`config.mk`:
```
export PLATFORM = sky130hd
export DESIGN_NAME = irq_pin_sampler
export DESIGN_NICKNAME = d
export VERILOG_FILES = /design/src/rtl/irq_sampler_pkg.sv /design/src/rtl/irq_pin_front.sv /design/src/rtl/irq_prio_pick.sv /design/src/rtl/irq_pin_sampler.sv
export SDC_FILE = /design/constraint.sdc
export NUM_CORES = 1
export LEC_CHECK = 0
export CAP_MARGIN = 30
export CORE_ASPECT_RATIO = 2
export CORE_MARGIN = 10
export CORE_UTILIZATION = 35
export CTS_BUF_LIST = sky130_fd_sc_hd__clkbuf_16
export DETAILED_ROUTE_END_ITERATION = 10
export GPL_ROUTABILITY_DRIVEN = 0
export PLACE_DENSITY = 0.78
export SYNTH_ARGS = -nofsm -noshare
export SYNTH_HDL_FRONTEND = slang
export SYNTH_SLANG_ARGS = --single-unit
export TNS_END_PERCENT = 30
```
`constraint.sdc`:
```
create_clock -name clk -period 2.1 [get_ports clk]
set_input_delay 0.21 -clock clk [delete_from_list [all_inputs] [get_ports clk]]
set_output_delay 0.21 -clock clk [all_outputs]
set_load 0.005 [all_outputs]
```
`src/rtl/irq_sampler_pkg.sv`:
```
package irq_sampler_pkg;

    typedef enum logic [0:0] {
        ST_IDLE = 1'b0,
        ST_SEND = 1'b1
    } samp_state_e;

    function automatic int idx_width(input int n);
        return (n > 1) ? $clog2(n) : 1;
    endfunction

endpackage

```
`src/rtl/irq_pin_front.sv`:
```
module irq_pin_front #(
    parameter int NPINS = 8
) (
    input  logic             clk,
    input  logic             rst_n,
    input  logic [NPINS-1:0] pin_in,
    input  logic [NPINS-1:0] cfg_pol,
    input  logic [NPINS-1:0] cfg_level,
    input  logic [NPINS-1:0] cfg_mask,
    input  logic [NPINS-1:0] cfg_wr,
    input  logic [NPINS-1:0] done,
    output logic [NPINS-1:0] need,
    output logic [NPINS-1:0] remote_pend,
    output logic [NPINS-1:0] coal
);

    logic [NPINS-1:0] pin_s;
    logic [NPINS-1:0] req_q;
    logic [NPINS-1:0] edge_pend;
    logic [NPINS-1:0] remote_q;
    logic [NPINS-1:0] coal_q;
    logic [NPINS-1:0] eff;
    logic [NPINS-1:0] rise;

    assign eff  = pin_s ^ cfg_pol;
    assign rise = eff & ~req_q;

    always_ff @(posedge clk) begin
        if (!rst_n) begin
            pin_s <= '0;
            req_q <= '0;
        end else begin
            pin_s <= pin_in;
            req_q <= eff;
        end
    end

    always_ff @(posedge clk) begin
        if (!rst_n) begin
            edge_pend <= '0;
            remote_q  <= '0;
            coal_q    <= '0;
        end else begin
            for (int i = 0; i < NPINS; i++) begin
                // edge events: masked or level entries hold none
                if (cfg_level[i] || cfg_mask[i])
                    edge_pend[i] <= 1'b0;
                else if (rise[i])
                    edge_pend[i] <= 1'b1;
                else if (done[i])
                    edge_pend[i] <= 1'b0;
                // remote-pending: write clears, level delivery sets
                if (cfg_wr[i])
                    remote_q[i] <= 1'b0;
                else if (done[i] && cfg_level[i])
                    remote_q[i] <= 1'b1;
                coal_q[i] <= rise[i] &
                    ((~cfg_level[i] & ~cfg_mask[i] & edge_pend[i] & ~done[i]) |
                     (cfg_level[i] & remote_q[i]));
            end
        end
    end

    assign need        = (edge_pend | (cfg_level & req_q & ~remote_q)) & ~cfg_mask;
    assign remote_pend = remote_q;
    assign coal        = coal_q;

endmodule

```
`src/rtl/irq_prio_pick.sv`:
```
module irq_prio_pick #(
    parameter int NPINS = 8,
    parameter int IDX_W = 3
) (
    input  logic [NPINS-1:0] need,
    output logic             any,
    output logic [IDX_W-1:0] pick
);

    logic [NPINS:0]   lower_any;
    logic [NPINS-1:0] grant;

    assign lower_any[0] = 1'b0;

    for (genvar g = 0; g < NPINS; g++) begin : g_chain
        assign grant[g]       = need[g] & ~lower_any[g];
        assign lower_any[g+1] = lower_any[g] | need[g];
    end

    always_comb begin
        pick = '0;
        for (int i = 0; i < NPINS; i++) begin
            if (grant[i])
                pick = pick | IDX_W'(i);
        end
    end

    assign any = lower_any[NPINS];

endmodule

```
`src/rtl/irq_pin_sampler.sv`:
```
module irq_pin_sampler
    import irq_sampler_pkg::*;
#(
    parameter int NPINS  = 8,
    parameter int VEC_W  = 8,
    parameter int DEST_W = 8,
    parameter int DLV_W  = 3
) (
    input  logic                    clk,
    input  logic                    rst_n,
    input  logic [NPINS-1:0]        pin_in,
    input  logic [NPINS-1:0]        cfg_pol,
    input  logic [NPINS-1:0]        cfg_level,
    input  logic [NPINS-1:0]        cfg_mask,
    input  logic [NPINS-1:0]        cfg_dmode,
    input  logic [NPINS*DLV_W-1:0]  cfg_deliv,
    input  logic [NPINS*VEC_W-1:0]  cfg_vector,
    input  logic [NPINS*DEST_W-1:0] cfg_dest,
    input  logic [NPINS-1:0]        cfg_wr,
    input  logic                    msg_ready,
    output logic                    msg_valid,
    output logic [VEC_W-1:0]        msg_vector,
    output logic [DEST_W-1:0]       msg_dest,
    output logic                    msg_dmode,
    output logic [DLV_W-1:0]        msg_deliv,
    output logic                    msg_level,
    output logic [NPINS-1:0]        coal,
    output logic [NPINS-1:0]        remote_pend
);

    localparam int IDX_W = idx_width(NPINS);

    samp_state_e      state_q, state_d;
    logic [NPINS-1:0] need;
    logic [NPINS-1:0] done;
    logic             any_need;
    logic [IDX_W-1:0] pick;
    logic [IDX_W-1:0] idx_q;
    logic             take;

    irq_pin_front #(.NPINS(NPINS)) front_i (
        .clk         (clk),
        .rst_n       (rst_n),
        .pin_in      (pin_in),
        .cfg_pol     (cfg_pol),
        .cfg_level   (cfg_level),
        .cfg_mask    (cfg_mask),
        .cfg_wr      (cfg_wr),
        .done        (done),
        .need        (need),
        .remote_pend (remote_pend),
        .coal        (coal)
    );

    irq_prio_pick #(.NPINS(NPINS), .IDX_W(IDX_W)) pick_i (
        .need (need),
        .any  (any_need),
        .pick (pick)
    );

    // state register
    always_ff @(posedge clk) begin
        if (!rst_n)
            state_q <= ST_IDLE;
        else
            state_q <= state_d;
    end

    // transitions: wait / pick / hold / accept
    always_comb begin
        state_d = state_q;
        unique case (state_q)
            ST_IDLE: if (any_need)  state_d = ST_SEND;
            ST_SEND: if (msg_ready) state_d = ST_IDLE;
            default: state_d = ST_IDLE;
        endcase
    end

    assign take = (state_q == ST_IDLE) && any_need;

    // message latch on pick
    always_ff @(posedge clk) begin
        if (!rst_n) begin
            idx_q      <= '0;
            msg_vector <= '0;
            msg_dest   <= '0;
            msg_dmode  <= 1'b0;
            msg_deliv  <= '0;
            msg_level  <= 1'b0;
        end else if (take) begin
            idx_q      <= pick;
            msg_vector <= cfg_vector[int'(pick)*VEC_W +: VEC_W];
            msg_dest   <= cfg_dest[int'(pick)*DEST_W +: DEST_W];
            msg_dmode  <= cfg_dmode[pick];
            msg_deliv  <= cfg_deliv[int'(pick)*DLV_W +: DLV_W];
            msg_level  <= cfg_level[pick];
        end
    end

    // outputs of the state machine
    always_comb begin
        msg_valid = 1'b0;
        done      = '0;
        unique case (state_q)
            ST_IDLE: msg_valid = 1'b0;
            ST_SEND: begin
                msg_valid = 1'b1;
                if (msg_ready)
                    done = NPINS'(1) << idx_q;
            end
            default: msg_valid = 1'b0;
        endcase
    end

endmodule

```
Word-level counts from Yosys, hierarchy flattened
Cells that the tools add are included.

operators by class
  multipliers = 1
  magnitude comparators = 1
  shift operators = 4
  muxes and demuxes = 33
  bitwise operators = 104
  reduce and logical (&&, ||, !) cells = 41

operators with widths
  kind                 number
  $shiftx 64x7->8      2
  $and 1x1->1          47
  $not 1->1            33
  $and 8x8->8          4
  $reduce_or 2->1      16
  $not 8->8            3
  $shiftx 24x6->3      1
  $mux 1               21
  $mux 8               2
  $reduce_bool 2->1    8
  $or 1x1->1           15
  $mux 3               4
  $logic_and 1x1->1    9
  $logic_or 1x1->1     8
  $or 8x8->8           1
  $shl 1x3->8 const A  1
  $xor 8x8->8          1
  $bmux 1 s3           2
  $mul 3x2->5 const B  1
  $lt 3x4->1 const B   1
  $mux 2               2
  $pmux 1 s2           2

storage, ports and cells
  register bits after elaboration = 65
  output and inout port bits = 38

Longest topological paths before layout
  depth after elaboration = 15
  mapped depth = 10

Cells and area by module
Synthesis repeated with hierarchy kept, for this count alone.

second synthesis, totals
  cell total of the unflattened synthesis = 428
  area, all modules = 4000.1 µm²

modules (own cells, without submodules)
  module           times used  cells an instance  area an instance (µm²)
  irq_pin_sampler  1           265                2282.2
  irq_pin_front    1           149                1635.3
  irq_prio_pick    1           14                 82.6

Worst setup path after synthesis
No wires, ideal clock.

  path type = reg2reg
  start point = register front_i.remote_q[4], in the netlist front_i.remote_pend[4]
  end point = register msg_vector[4]
  setup time = 120 ps
  arrival = 2090 ps
  data required time = 1980 ps
  slack = -110 ps
  stages on the path, launching flop included = 10
  path through = dfxtp_1 and3b_1 o21ba_2 a211oi_1 o21a_1 buf_2 buf_4 mux2i_1 o22ai_1 o31a_1

on the way
  cells in the longest elaborated chain, start to end = 11
  elaborated cells on any way between the ends = 21

RTL lines
  element                                  RTL line                                  text
  start, declared                          irq_pin_front.sv:20                       logic [NPINS-1:0] remote_q;
  start signal, assigned                   irq_pin_front.sv:41                       remote_q <= '0;
  start signal, assigned by index          irq_pin_front.sv:54                       remote_q[i] <= 1'b0;
  start signal, assigned by index          irq_pin_front.sv:56                       remote_q[i] <= 1'b1;
  $not 8->8 *                              irq_pin_front.sv:64                       assign need = (edge_pend | (cfg_level & req_q & ~remote_q)) & ~cfg_mask;
  $and 8x8->8 *                            irq_pin_front.sv:64
  $or 8x8->8 *                             irq_pin_front.sv:64
  $and 8x8->8 *                            irq_pin_front.sv:64
  $or 1x1->1                               irq_prio_pick.sv:17                       assign lower_any[g+1] = lower_any[g] | need[g];
  $not 1->1 or $or 1x1->1 (tied branches)  irq_prio_pick.sv:16, irq_prio_pick.sv:17
  $and 1x1->1 (tied with other cells)      irq_prio_pick.sv:16                       assign grant[g] = need[g] & ~lower_any[g];
  $mux 3 (tied with other cells)           irq_prio_pick.sv:23                       if (grant[i])
  $mux 3 or $and 1x1->1 (tied branches)    irq_prio_pick.sv:23, irq_prio_pick.sv:16
  $mux 3                                   irq_prio_pick.sv:23
  $shiftx 64x7->8                          irq_pin_sampler.sv:92                     msg_vector <= cfg_vector[int'(pick)*VEC_W +: VEC_W];
  end signal, assigned                     irq_pin_sampler.sv:92
  end, declared                            irq_pin_sampler.sv:22                     output logic [VEC_W-1:0] msg_vector,

Every way passes the cells marked *; elsewhere a longest branch is shown, timed or not.
A chain may end at the register's enable or synchronous reset.

Worst setup path after layout
  start point = register front_i.remote_q[4], in the netlist front_i.remote_pend[4]
  end point = register msg_dest[2]

on the way
  cells in the longest elaborated chain, start to end = 11
  elaborated cells on any way between the ends = 21

RTL lines
  element                                  RTL line                                  text
  $not 8->8 *                              irq_pin_front.sv:64
  $and 8x8->8 *                            irq_pin_front.sv:64
  $or 8x8->8 *                             irq_pin_front.sv:64
  $and 8x8->8 *                            irq_pin_front.sv:64
  $or 1x1->1                               irq_prio_pick.sv:17
  $not 1->1 or $or 1x1->1 (tied branches)  irq_prio_pick.sv:16, irq_prio_pick.sv:17
  $and 1x1->1 (tied with other cells)      irq_prio_pick.sv:16
  $mux 3 (tied with other cells)           irq_prio_pick.sv:23
  $mux 3 or $and 1x1->1 (tied branches)    irq_prio_pick.sv:23, irq_prio_pick.sv:16
  $mux 3                                   irq_prio_pick.sv:23
  $shiftx 64x7->8                          irq_pin_sampler.sv:93                     msg_dest <= cfg_dest[int'(pick)*DEST_W +: DEST_W];
  end signal, assigned                     irq_pin_sampler.sv:93
  end, declared                            irq_pin_sampler.sv:23                     output logic [DEST_W-1:0] msg_dest,

Marked as above.

==> impl_metrics.tcl <==
set metrics [dict create \
    drc 0 \
    core_region_area_mm2 0.0114 \
    swShare_pct 29.8 \
    slew_headroom_pct 75.5 \
    grt-ovfl-total 0 \
    fin_ws_ns -0.118 \
    die_w_um 96.6 \
    fillers 887 \
    worst_setup_path_end_kind "register" \
    final_cell_mix "clkdlybuf4s50_1 (237), buf_4 (69), dfxtp_1 (61)" \
    crit_path_max_incr_delay_ns 0.32 \
    p_sw_mw 1.41 \
    hold_path.class "input pin to register" \
    grt_pass1_vias 5482 \
    avgSynthCellArea_um2 8.43 \
    final_common_cell "clkdlybuf4s50_1" \
    synth.top_cells.by_area "dfxtp_1 (32%), mux2i_1 (11%), nor2_1 (3.7%)" \
    rsz0062_at_grt "true" \
    sequentialPowerShare_pct 29.9 \
    wl_per_cell_um 21.8 \
    clk_pin_slew_ns 0.06 \
    syn_nets 690 \
    grt_max_degree 32 \
    fin_nets 1003 \
    insertion_delay_ns 0.33 \
    cp_top_family "simple AND/OR/NAND/NOR gates" \
    antenna_found_initial 0 \
    insertedDiodeCount 0 \
    holdWs_ns 0.283 \
    arrival_ns 2.44 \
    p_clk_share_pct 31.5 \
    postSynthCellCount 487 \
    clock_skew_ns 0.0100 \
    period_share_pct 106 \
    path_class "register to register" \
    cts.sink_count 65 \
    worst_slew_pin_slew_ns 0.366 \
    async_reset_ff_share_pct 0 \
    power.density_mw_per_mm2 603 \
    ant_nets 0 \
    ir_worst_vdd_mv 0.636 \
    drtPass1Iterations 5 \
    io_buffers 240 \
    grt_pass1_wl_mm 30.0 \
    seq_area_frac_synth_pct 31.7 \
    vias 5193 \
    die_h_um 173 \
    combPwrFrac_pct 38.5 \
    leakage_nw 3.20 \
    syn_to_final_growth_pct 91.4 \
    ys_ff_latch 65 \
    setup_viol 21 \
    cts_tree "built" \
    drt-total-wl_mm 20.7 \
    violations "negative setup slack" \
    synth_area_leader_cell "dfxtp_1" \
    crit_path_start_kind "register" \
    synth_warnings 0 \
    first_iter_violations 208 \
    synth_area_mm2 0.00410 \
    clock-root-buffer "clkbuf_16" \
    drive_gt1_share_pct 19.4 \
    crit_required_ns 2.32 \
    synth_ff_type "dfxtp_1" \
    final.min_clock_period_ns 2.22 \
    vias_per_cell 5.48 \
    hold_viol_final 0 \
    start_util_pct 35.9 \
    synth_top_area_share_pct 31.7 \
    htreeDepth 3 \
    path_max_fanout 6 \
    cap_viol_max_count 0 \
    crit_chain "and3b_2 -> o21ba_4 -> buf_6 -> nor4_4 -> buf_4 -> nor4_4 -> buf_4 -> nand2_4 -> clkbuf_16 -> nor2_1 -> o31a_1" \
    path_buf_inv 4 \
    tns_ns -1.62 \
    slowest_stage "dfxtp_2" \
    rows 55 \
    slew_viol_final 0 \
    grt_usage_pct 23.1 \
    synth_edf_count 0 \
    synthDistinctLibCells 56 \
    p_int_mw 3.32 \
    clockBufferDepth 2 \
    ios 241 \
    dieArea_mm2 0.0167 \
    status "finished, violations left" \
    r2r_setup_slack_ns -0.12 \
    cts_inserted_buffers 9 \
    hpwlAfterDp_mm 16.2 \
    fmax_ghz 0.451 \
    cts_hold_buf 0 \
]
routing by layer:
layer  wire length, µm  vias up  GRT usage [%]
li1                  -     2430              -
met1              6810     2489           21.7
met2             11600      225           43.2
met3              1400       49           5.08
met4               915        0           12.2
met5                 0        -              0
cells by family after synthesis:
kind of cell | synth area share, %
xor gates and xnor gates | 1.71
DFF | 31.7
AOI/OAI and AO/OA | 28.4
and+or+nand+nor | 21.4
buffers and inverters | 5.61
muxes | 11.2
worst register-to-register path, delay by kind of cell, from the launching register on:
kind,cells,cell delay (ns)
AND/OR/NAND/NOR,5,0.71
flip-flops,1,0.32
buffers and inverters,4,0.61
AO/OA/AOI/OAI,2,0.49
sequential cells by signal, summed over array words and instances, names as in the netlist:
signal and cells:
front_i.edge_pend 8, front_i.req_q 8, state_q 1, front_i.pin_s 8, msg_deliv 3, msg_vector 8
msg_dest 8, front_i.remote_pend 8, idx_q 3, msg_dmode 1, front_i.coal 8, msg_level 1
layout make-up:
type	count	area (µm²)	area share [%]
repair buffers	330	3200	40.8
clock buffers	9	225	2.87
well taps	142	178	2.26
inverters	25	93.8	1.19
clock inverters	7	71.3	0.908
flip-flops and latches	65	1310	16.6
multi-input cells	369	2780	35.4
cells in the mapped netlist (2+ instances only):
library cell,count
a21oi_1,24
mux2i_1,46
nand2_1,35
o21bai_1,3
o22ai_1,12
o21bai_2,2
dfxtp_1,65
inv_1,25
a21o_1,9
o21ai_0,11
nor2b_1,8
nand2b_1,7
clkbuf_1,16
nor2_1,40
a32oi_1,7
nor3b_1,13
o31a_1,13
and3_1,19
buf_4,4
xor2_1,7
a32o_1,2
nand3_1,12
o221ai_1,12
and3b_1,6
buf_2,7
o21ba_2,3
and2_1,17
a211oi_1,12
o211ai_1,8
a2111o_1,8
a31oi_1,7
nor3_1,2
o21a_1,2
worst paths after layout:
path	to	from	cells past startpoint
worst max-delay path	msg_dest[2]	front_i.remote_pend[4]	11
worst min-delay path	front_i.edge_pend[5]	rst_n	3
worst max register to register	msg_dest[2]	front_i.remote_pend[4]	11
worst min register to register	msg_dmode	msg_dmode	2
timing repair:
| item | 4_1_cts | 5_1_grt |
|---|---|---|
| endpoints found under the setup margin | 22 | 23 |
| setup buffers | 4 | 2 |
| cloned | 2 | 2 |
| hold endpoints to repair | 0 | 0 |
| pin swaps | 19 | 12 |
| gates resized for setup | 31 | 24 |
metrics by stage:
step / cell area (µm²) / cells / total power, mW / util (%) / setup slack, ns
floorplan: 4130 / 487 / 2.14 / - / 0.00425
global placement: 7240 / 921 / 3.06 / 63.4 / -0.437
detailed placement: 7240 / 921 / 3.11 / 63.4 / -0.575
CTS: 7720 / 943 / 4.67 / 67.5 / -0.0660
global route: 7860 / 947 / 4.92 / 68.8 / -0.162
finish: 7860 / 947 / 4.74 / 68.8 / -0.118
power groups by stage:
stage                     Combinational [mW]  Sequential, mW  Clock (mW)
after floorplan                        0.709            1.43           0
after global placement                  1.63            1.43           0
after detailed placement                1.67            1.44           0
after CTS                               1.75            1.42        1.51
after global routing                    1.94            1.43        1.55
final                                   1.83            1.42        1.49
No activity file was read; power rests on OpenSTA's default activity.
